**config.mk**
```make
export PLATFORM = sky130hd
export DESIGN_NAME = jtg_timing_gen
export DESIGN_NICKNAME = d
export VERILOG_FILES = /design/src/rtl/jtg_pkg.sv /design/src/rtl/jtg_next.sv /design/src/rtl/jtg_decode.sv /design/src/rtl/jtg_timing_gen.sv
export SDC_FILE = /design/constraint.sdc
export NUM_CORES = 1
export LEC_CHECK = 0
export BUFFER_PORTS_ARGS = -buffer_cell sky130_fd_sc_hd__buf_2
export CAP_MARGIN = 20
export CORE_AREA = 5 5 42 44
export DETAILED_ROUTE_END_ITERATION = 10
export DIE_AREA = 0 0 47 49
export GPL_TIMING_DRIVEN = 0
export HOLD_SLACK_MARGIN = 0.15
export SYNTH_ARGS = -nofsm -noshare
export SYNTH_HDL_FRONTEND = slang
export SYNTH_HIERARCHICAL = 1
export SYNTH_SLANG_ARGS = --single-unit
```
**constraint.sdc**
```tcl
create_clock -name clk_i -period 2.1 [get_ports clk_i]
set_clock_uncertainty 0.2 [all_clocks]
set_input_delay 0.63 -clock clk_i [delete_from_list [all_inputs] [get_ports clk_i]]
set_output_delay 0.63 -clock clk_i [all_outputs]
set_load 0.01 [all_outputs]
```
**src/rtl/jtg_pkg.sv**
```systemverilog
package jtg_pkg;

    // Chain length for which the recovery term is defined
    localparam int unsigned JTG_CORR_STAGES = 4;

    // A legal switch-tail pattern has at most one change between
    // neighbouring stage bits when read from the first stage to the last.
    function automatic logic jtg_is_legal(input logic [31:0] pat, input int unsigned n);
        int unsigned edges;
        edges = 0;
        for (int unsigned i = 1; i < n; i++) begin
            if (pat[i] != pat[i-1]) edges++;
        end
        return (edges <= 1);
    endfunction

endpackage

```
**src/rtl/jtg_next.sv**
```systemverilog
// Next-pattern logic of the switch-tail chain, with the recovery term on
// the third stage when the chain has the length it is defined for.
module jtg_next #(
    parameter int unsigned STAGES = 4
) (
    input  logic [STAGES-1:0] cur_i,
    output logic [STAGES-1:0] nxt_o
);
    import jtg_pkg::*;

    localparam int unsigned FIRST   = STAGES - 1;
    localparam bit          USE_FIX = (STAGES == JTG_CORR_STAGES);

    // Inverted tail feeds the head
    assign nxt_o[FIRST] = ~cur_i[0];

    for (genvar i = 0; i < STAGES - 1; i++) begin : g_stage
        if (USE_FIX && i == 1) begin : g_fix
            // third stage: (first OR self) AND second
            assign nxt_o[i] = (cur_i[3] | cur_i[1]) & cur_i[2];
        end else begin : g_plain
            assign nxt_o[i] = cur_i[i+1];
        end
    end

endmodule

```
**src/rtl/jtg_decode.sv**
```systemverilog
// Two-input AND decode of the 2*STAGES legal patterns into strobes.
module jtg_decode #(
    parameter int unsigned STAGES = 4
) (
    input  logic [STAGES-1:0]   stage_i,
    output logic [2*STAGES-1:0] tap_o
);
    localparam int unsigned TAPS = 2 * STAGES;
    localparam int unsigned TOP  = STAGES - 1;

    for (genvar k = 0; k < TAPS; k++) begin : g_tap
        if (k == 0) begin : g_all_low
            assign tap_o[k] = ~stage_i[TOP] & ~stage_i[0];
        end else if (k < STAGES) begin : g_fill
            // last one of the leading ones, first zero behind it
            assign tap_o[k] = stage_i[STAGES-k] & ~stage_i[STAGES-1-k];
        end else if (k == STAGES) begin : g_all_high
            assign tap_o[k] = stage_i[TOP] & stage_i[0];
        end else begin : g_drain
            // last zero of the leading zeros, first one behind it
            assign tap_o[k] = ~stage_i[TAPS-k] & stage_i[TAPS-1-k];
        end
    end

endmodule

```
**src/rtl/jtg_timing_gen.sv**
```systemverilog
module jtg_timing_gen #(
    parameter int unsigned        STAGES     = 4,
    parameter logic [STAGES-1:0]  INIT_STATE = '0
) (
    input  logic                  clk_i,
    input  logic                  rst_i,
    input  logic                  en_i,
    output logic [STAGES-1:0]     state_o,
    output logic [2*STAGES-1:0]   timing_o
);
    localparam int unsigned TAPS = 2 * STAGES;

    typedef struct packed {
        logic [STAGES-1:0] chain;
    } jtg_reg_t;

    jtg_reg_t          reg_d, reg_q;
    logic [STAGES-1:0] step_w;
    logic [TAPS-1:0]   tap_w;

    jtg_next #(.STAGES(STAGES)) u_next (
        .cur_i (reg_q.chain),
        .nxt_o (step_w)
    );

    always_comb begin
        reg_d = reg_q;
        if (en_i) begin
            reg_d.chain = step_w;
        end
    end

    always_ff @(posedge clk_i) begin
        if (rst_i) begin
            reg_q.chain <= INIT_STATE;
        end else begin
            reg_q <= reg_d;
        end
    end

    jtg_decode #(.STAGES(STAGES)) u_decode (
        .stage_i (reg_q.chain),
        .tap_o   (tap_w)
    );

    assign state_o  = reg_q.chain;
    assign timing_o = tap_w;

endmodule

```
Word level (Yosys, flattened, before mapping)

Cells that the tools add are included.

Bits in registers: 4
Word-level logic and storage cells: 15
Input port bits: 3

Bitwise gates (word level): 14

Operators by type and width:

| operator      | number |
|---|---|
| $and A1 B1 Y1 | 9 |
| $not A1 Y1    | 4 |
| $or A1 B1 Y1  | 1 |

Longest topological paths before layout

Depth in word-level cells: 2
Gate-level depth with buffers: 3
Depth with buffers taken out: 3

Hierarchy

The synthesis kept the hierarchy.

Modules (own cells, without submodules):

| module         | instances | cells an instance | area an instance (sq um) | seq. area each (sq um) |
|---|---|---|---|---|
| jtg_timing_gen | 1         | 13                | 140.1                    | 80.1 |
| jtg_decode     | 1         | 8                 | 52.6                     | 0.0 |
| jtg_next       | 1         | 4                 | 26.3                     | 0.0 |

Worst setup path after synthesis

OpenSTA, ideal clock, no wires.

Kind: register to output
Start: register reg_q[1] (netlist: state_o[1])
End: output port timing_o[2]
Buffers on the path: 0
Data required time: 1.270 ns
Setup slack: 0.582 ns
Data arrival time: 0.688 ns
Cell stages (with the launch flop): 2
Path through: dfxtp_1 > and2b_2

Cells in the longest elaborated chain, start to end: 2

Ends and longest elaborated chain:

| item                   | RTL line             | text |
|---|---|---|
| from (decl)            | jtg_timing_gen.sv:17 | `jtg_reg_t reg_d, reg_q;` |
| from (signal assigned) | jtg_timing_gen.sv:37 | `reg_q <= reg_d;` |
| $not A1 Y1             | jtg_decode.sv:16     | `assign tap_o[k] = stage_i[STAGES-k] & ~stage_i[STAGES-1-k];` |
| $and A1 B1 Y1          | jtg_decode.sv:16     |  |
| to (decl)              | jtg_timing_gen.sv:9  | `output logic [2*STAGES-1:0] timing_o` |

No other way between the ends.

Final worst setup path

Same ends and word-level chain as after synthesis.

==> qor.csv <==
stage,metric,value,unit
power,P_sw,46.9,µW
clock_tree,"CTS clk-pin slew, worst paths",30,ps
clock_tree,clk sinks,4,
sta,Tcrit/Tclk final,0.877,
cells_and_area,fin nets,46,
setup_path,Critical Path AT,1010,ps
cells_and_area,Multi-input gate area,115,µm²
power,P_leak,0.188,nW
synth,mean post-synth cell area,8.76,µm²
sta,RSZ-0062 raised after global routing,no,
power,P per Cell Area,624,nW/µm²
clock_tree,Clock Latency Late Sink,230,ps
sta,Slew headroom,0.846,
synth,Synth Warn #,6,
global_routing,first-pass GRT wire length,676,µm
global_routing,grt total ovfl,0,
sta,f_max,543,MHz
job,# Max-Cap Violations,0,
setup_path,Critical Path RT,1270,ps
synth,share of the synthesized area in the top cell type,0.366,
clock_tree,post-CTS resize count,0,
global_routing,largest net degree at the start of global routing,9,
setup_path,startpoint types,flop,
floorplan,Die Y,49,µm
global_routing,Global Route Usage Sum,0.0472,
cells_and_area,"commonest cells after routing, fill and taps aside","buf_2, nor2_1, mux2i_1, dfxtp_1, nor2b_1",
floorplan,initial core utilization,0.156,
power,Switching Fraction,0.230,
global_routing,gr busiest metal,met2,
drt,Detailed Route WL,498,µm
drt,post-DR wirelength/cell,8.74,µm
setup_path,crit path to,timing_o[2],
sta,final hold vios,0,
drt,Pre-Repair DR Iteration Count,1,
floorplan,Rows,14,
clock_tree,Root Buffer,clkbuf_4,
setup_path,Setup crit end kind,output port,
synth,number of synthesized register bits,4,
clock_tree,H-tree Lvls,1,
clock_tree,Post-CTS Setup Inserts,0,
setup_path,R2R cell count,3,
sta,Least-Margin Pin Slew,231,ps
cells_and_area,FF+latch area,80.1,µm²
synth,Synth Instances,25,
drt,First DRT Iteration DRCs,0,
clock_tree,number of buffers created by CTS,3,
global_routing,initial antenna violation count,0,
setup_path,worst r2r dst,state_o[1],
cells_and_area,number of flip-flops in the largest register,4,
setup_path,Setup CP Type,flop to output port,
synth,"Seq/Total Area, Yosys",0.366,
synth,mapped cell area,219,µm²
outcome,status,"finished, final reports clean",
cells_and_area,area delta synth->final,49.1,%
global_routing,met1 usage,0.0418,
placed_design,Placed Area,304,µm²
power,Clock Power Share,0.460,
synth,Cell variety after synth,10,
placed_design,Routability Congestion,0.606,
setup_path,R2R setup slack,1060,ps
setup_path,reg2reg start,state_o[3],
global_routing,vias in the first global route,168,
power,part of the power in combinational logic,0.130,
drt,DRC,0,
floorplan,Ports,15,
setup_path,crit path max fanout,8,
synth,top post-synthesis cells by area,"dfxtp_1, mux2i_1, nor2b_1",
sta,clock period minus worst slack,1840,ps
cells_and_area,# fillers,165,
clock_tree,hold buffer count at cts,0,
cells_and_area,Layout Cell Area excl Fill,327,µm²
drt,Vias,205,
power,Cell Int Power,157,µW
floorplan,Die Width,47,µm
power,sequential share of power,0.410,
global_routing,met2 Resource Use GR,0.0611,
floorplan,total die area,2300,µm²
cells_and_area,"most common cell after layout, fill and taps aside",buf_2,
clock_tree,clk buf depth,2,
cells_and_area,n_diodes,0,
drt,post-DR vias/cell,3.60,
sta,post-route setup TNS,0,ps
cells_and_area,share of cells above drive strength 1,0.512,
global_routing,met3 usage,0.0332,
cells_and_area,Finished Core Util,0.233,
setup_path,worst setup path startpoint,state_o[1],
sta,Max Transition Viols Final,0,
min_path,Hold Path Class,flop to flop,
floorplan,Placeable Area,1400,µm²
power,Max VDD drop,0.147,mV
placed_design,IO Port Bufs,13,
synth,post-synth top area cell,dfxtp_1,
clock_tree,clock tree from TritonCTS,done,
drt,ANT nets after route,0,
sta,"Setup violations, final",0,
synth,syn nets,28,
## logic make-up after synthesis
group                  after synthesis  share of synthesized area
muxes                                4                      0.183
and+or+nand+nor                     12                      0.309
buffers and inverters                4                      0.109
DFF                                  4                      0.366
AOI/OAI and AO/OA                    1                     0.0343
## worst max-delay path, cell delays in order (launching register included)
cell	delay, ps
dfxtp_1	410
and2b_2	240
buf_2	130
## power groups by stage
stage / registers, mW / clock network (mW) / logic (mW)
2_1_floorplan: 0.0853 / 0 / 0.0153
3_3_place_gp: 0.0847 / 0 / 0.0264
3_5_place_dp: 0.0849 / 0 / 0.0271
4_1_cts: 0.0836 / 0.101 / 0.0272
5_1_grt: 0.0844 / 0.106 / 0.0289
6_report: 0.0836 / 0.0938 / 0.0265
## worst min path at each step
stage	from	endpoint	slack, ps	cells after the start
CTS	state_o[2]	state_o[2]	390	2
floorplan	state_o[0]	state_o[3]	380	3
finish	state_o[2]	state_o[2]	380	2
detailed placement	state_o[2]	state_o[2]	380	2
global route	rst_i	state_o[2]	420	2
global placement	state_o[0]	state_o[3]	360	3
## per-stage QoR
step	power, mW	setup slack [ps]	instances	hold WS (ps)
finish	0.204	259	57	381
global route	0.219	182	57	415
CTS	0.211	226	57	388
detailed placement	0.112	481	54	381
global placement	0.111	495	54	360
floorplan	0.101	582	25	375
## cell usage after synthesis
cell	instances
nor2_1	5
dfxtp_1	4
mux2i_1	4
nor2b_1	4
and2b_2	2
buf_4	2
and2_1	1
clkbuf_2	1
inv_1	1
o21a_1	1
## routing by layer
metal	vias to the layer above	share of wire
met3	0	0.18
met5	-	0
met1	84	0.39
met4	0	0
li1	109	-
met2	12	0.43
## cell type report
type | count | area share
Tap cell | 16 | 0.0613
Inverter | 1 | 0.0115
Clock buffer | 3 | 0.0690
Sequential cell | 4 | 0.245
Buffer | 3 | 0.0613
Timing Repair Buffer | 13 | 0.199
Multi-Input combinational cell | 17 | 0.352
Note: power is estimated with default switching activity, not from simulation.
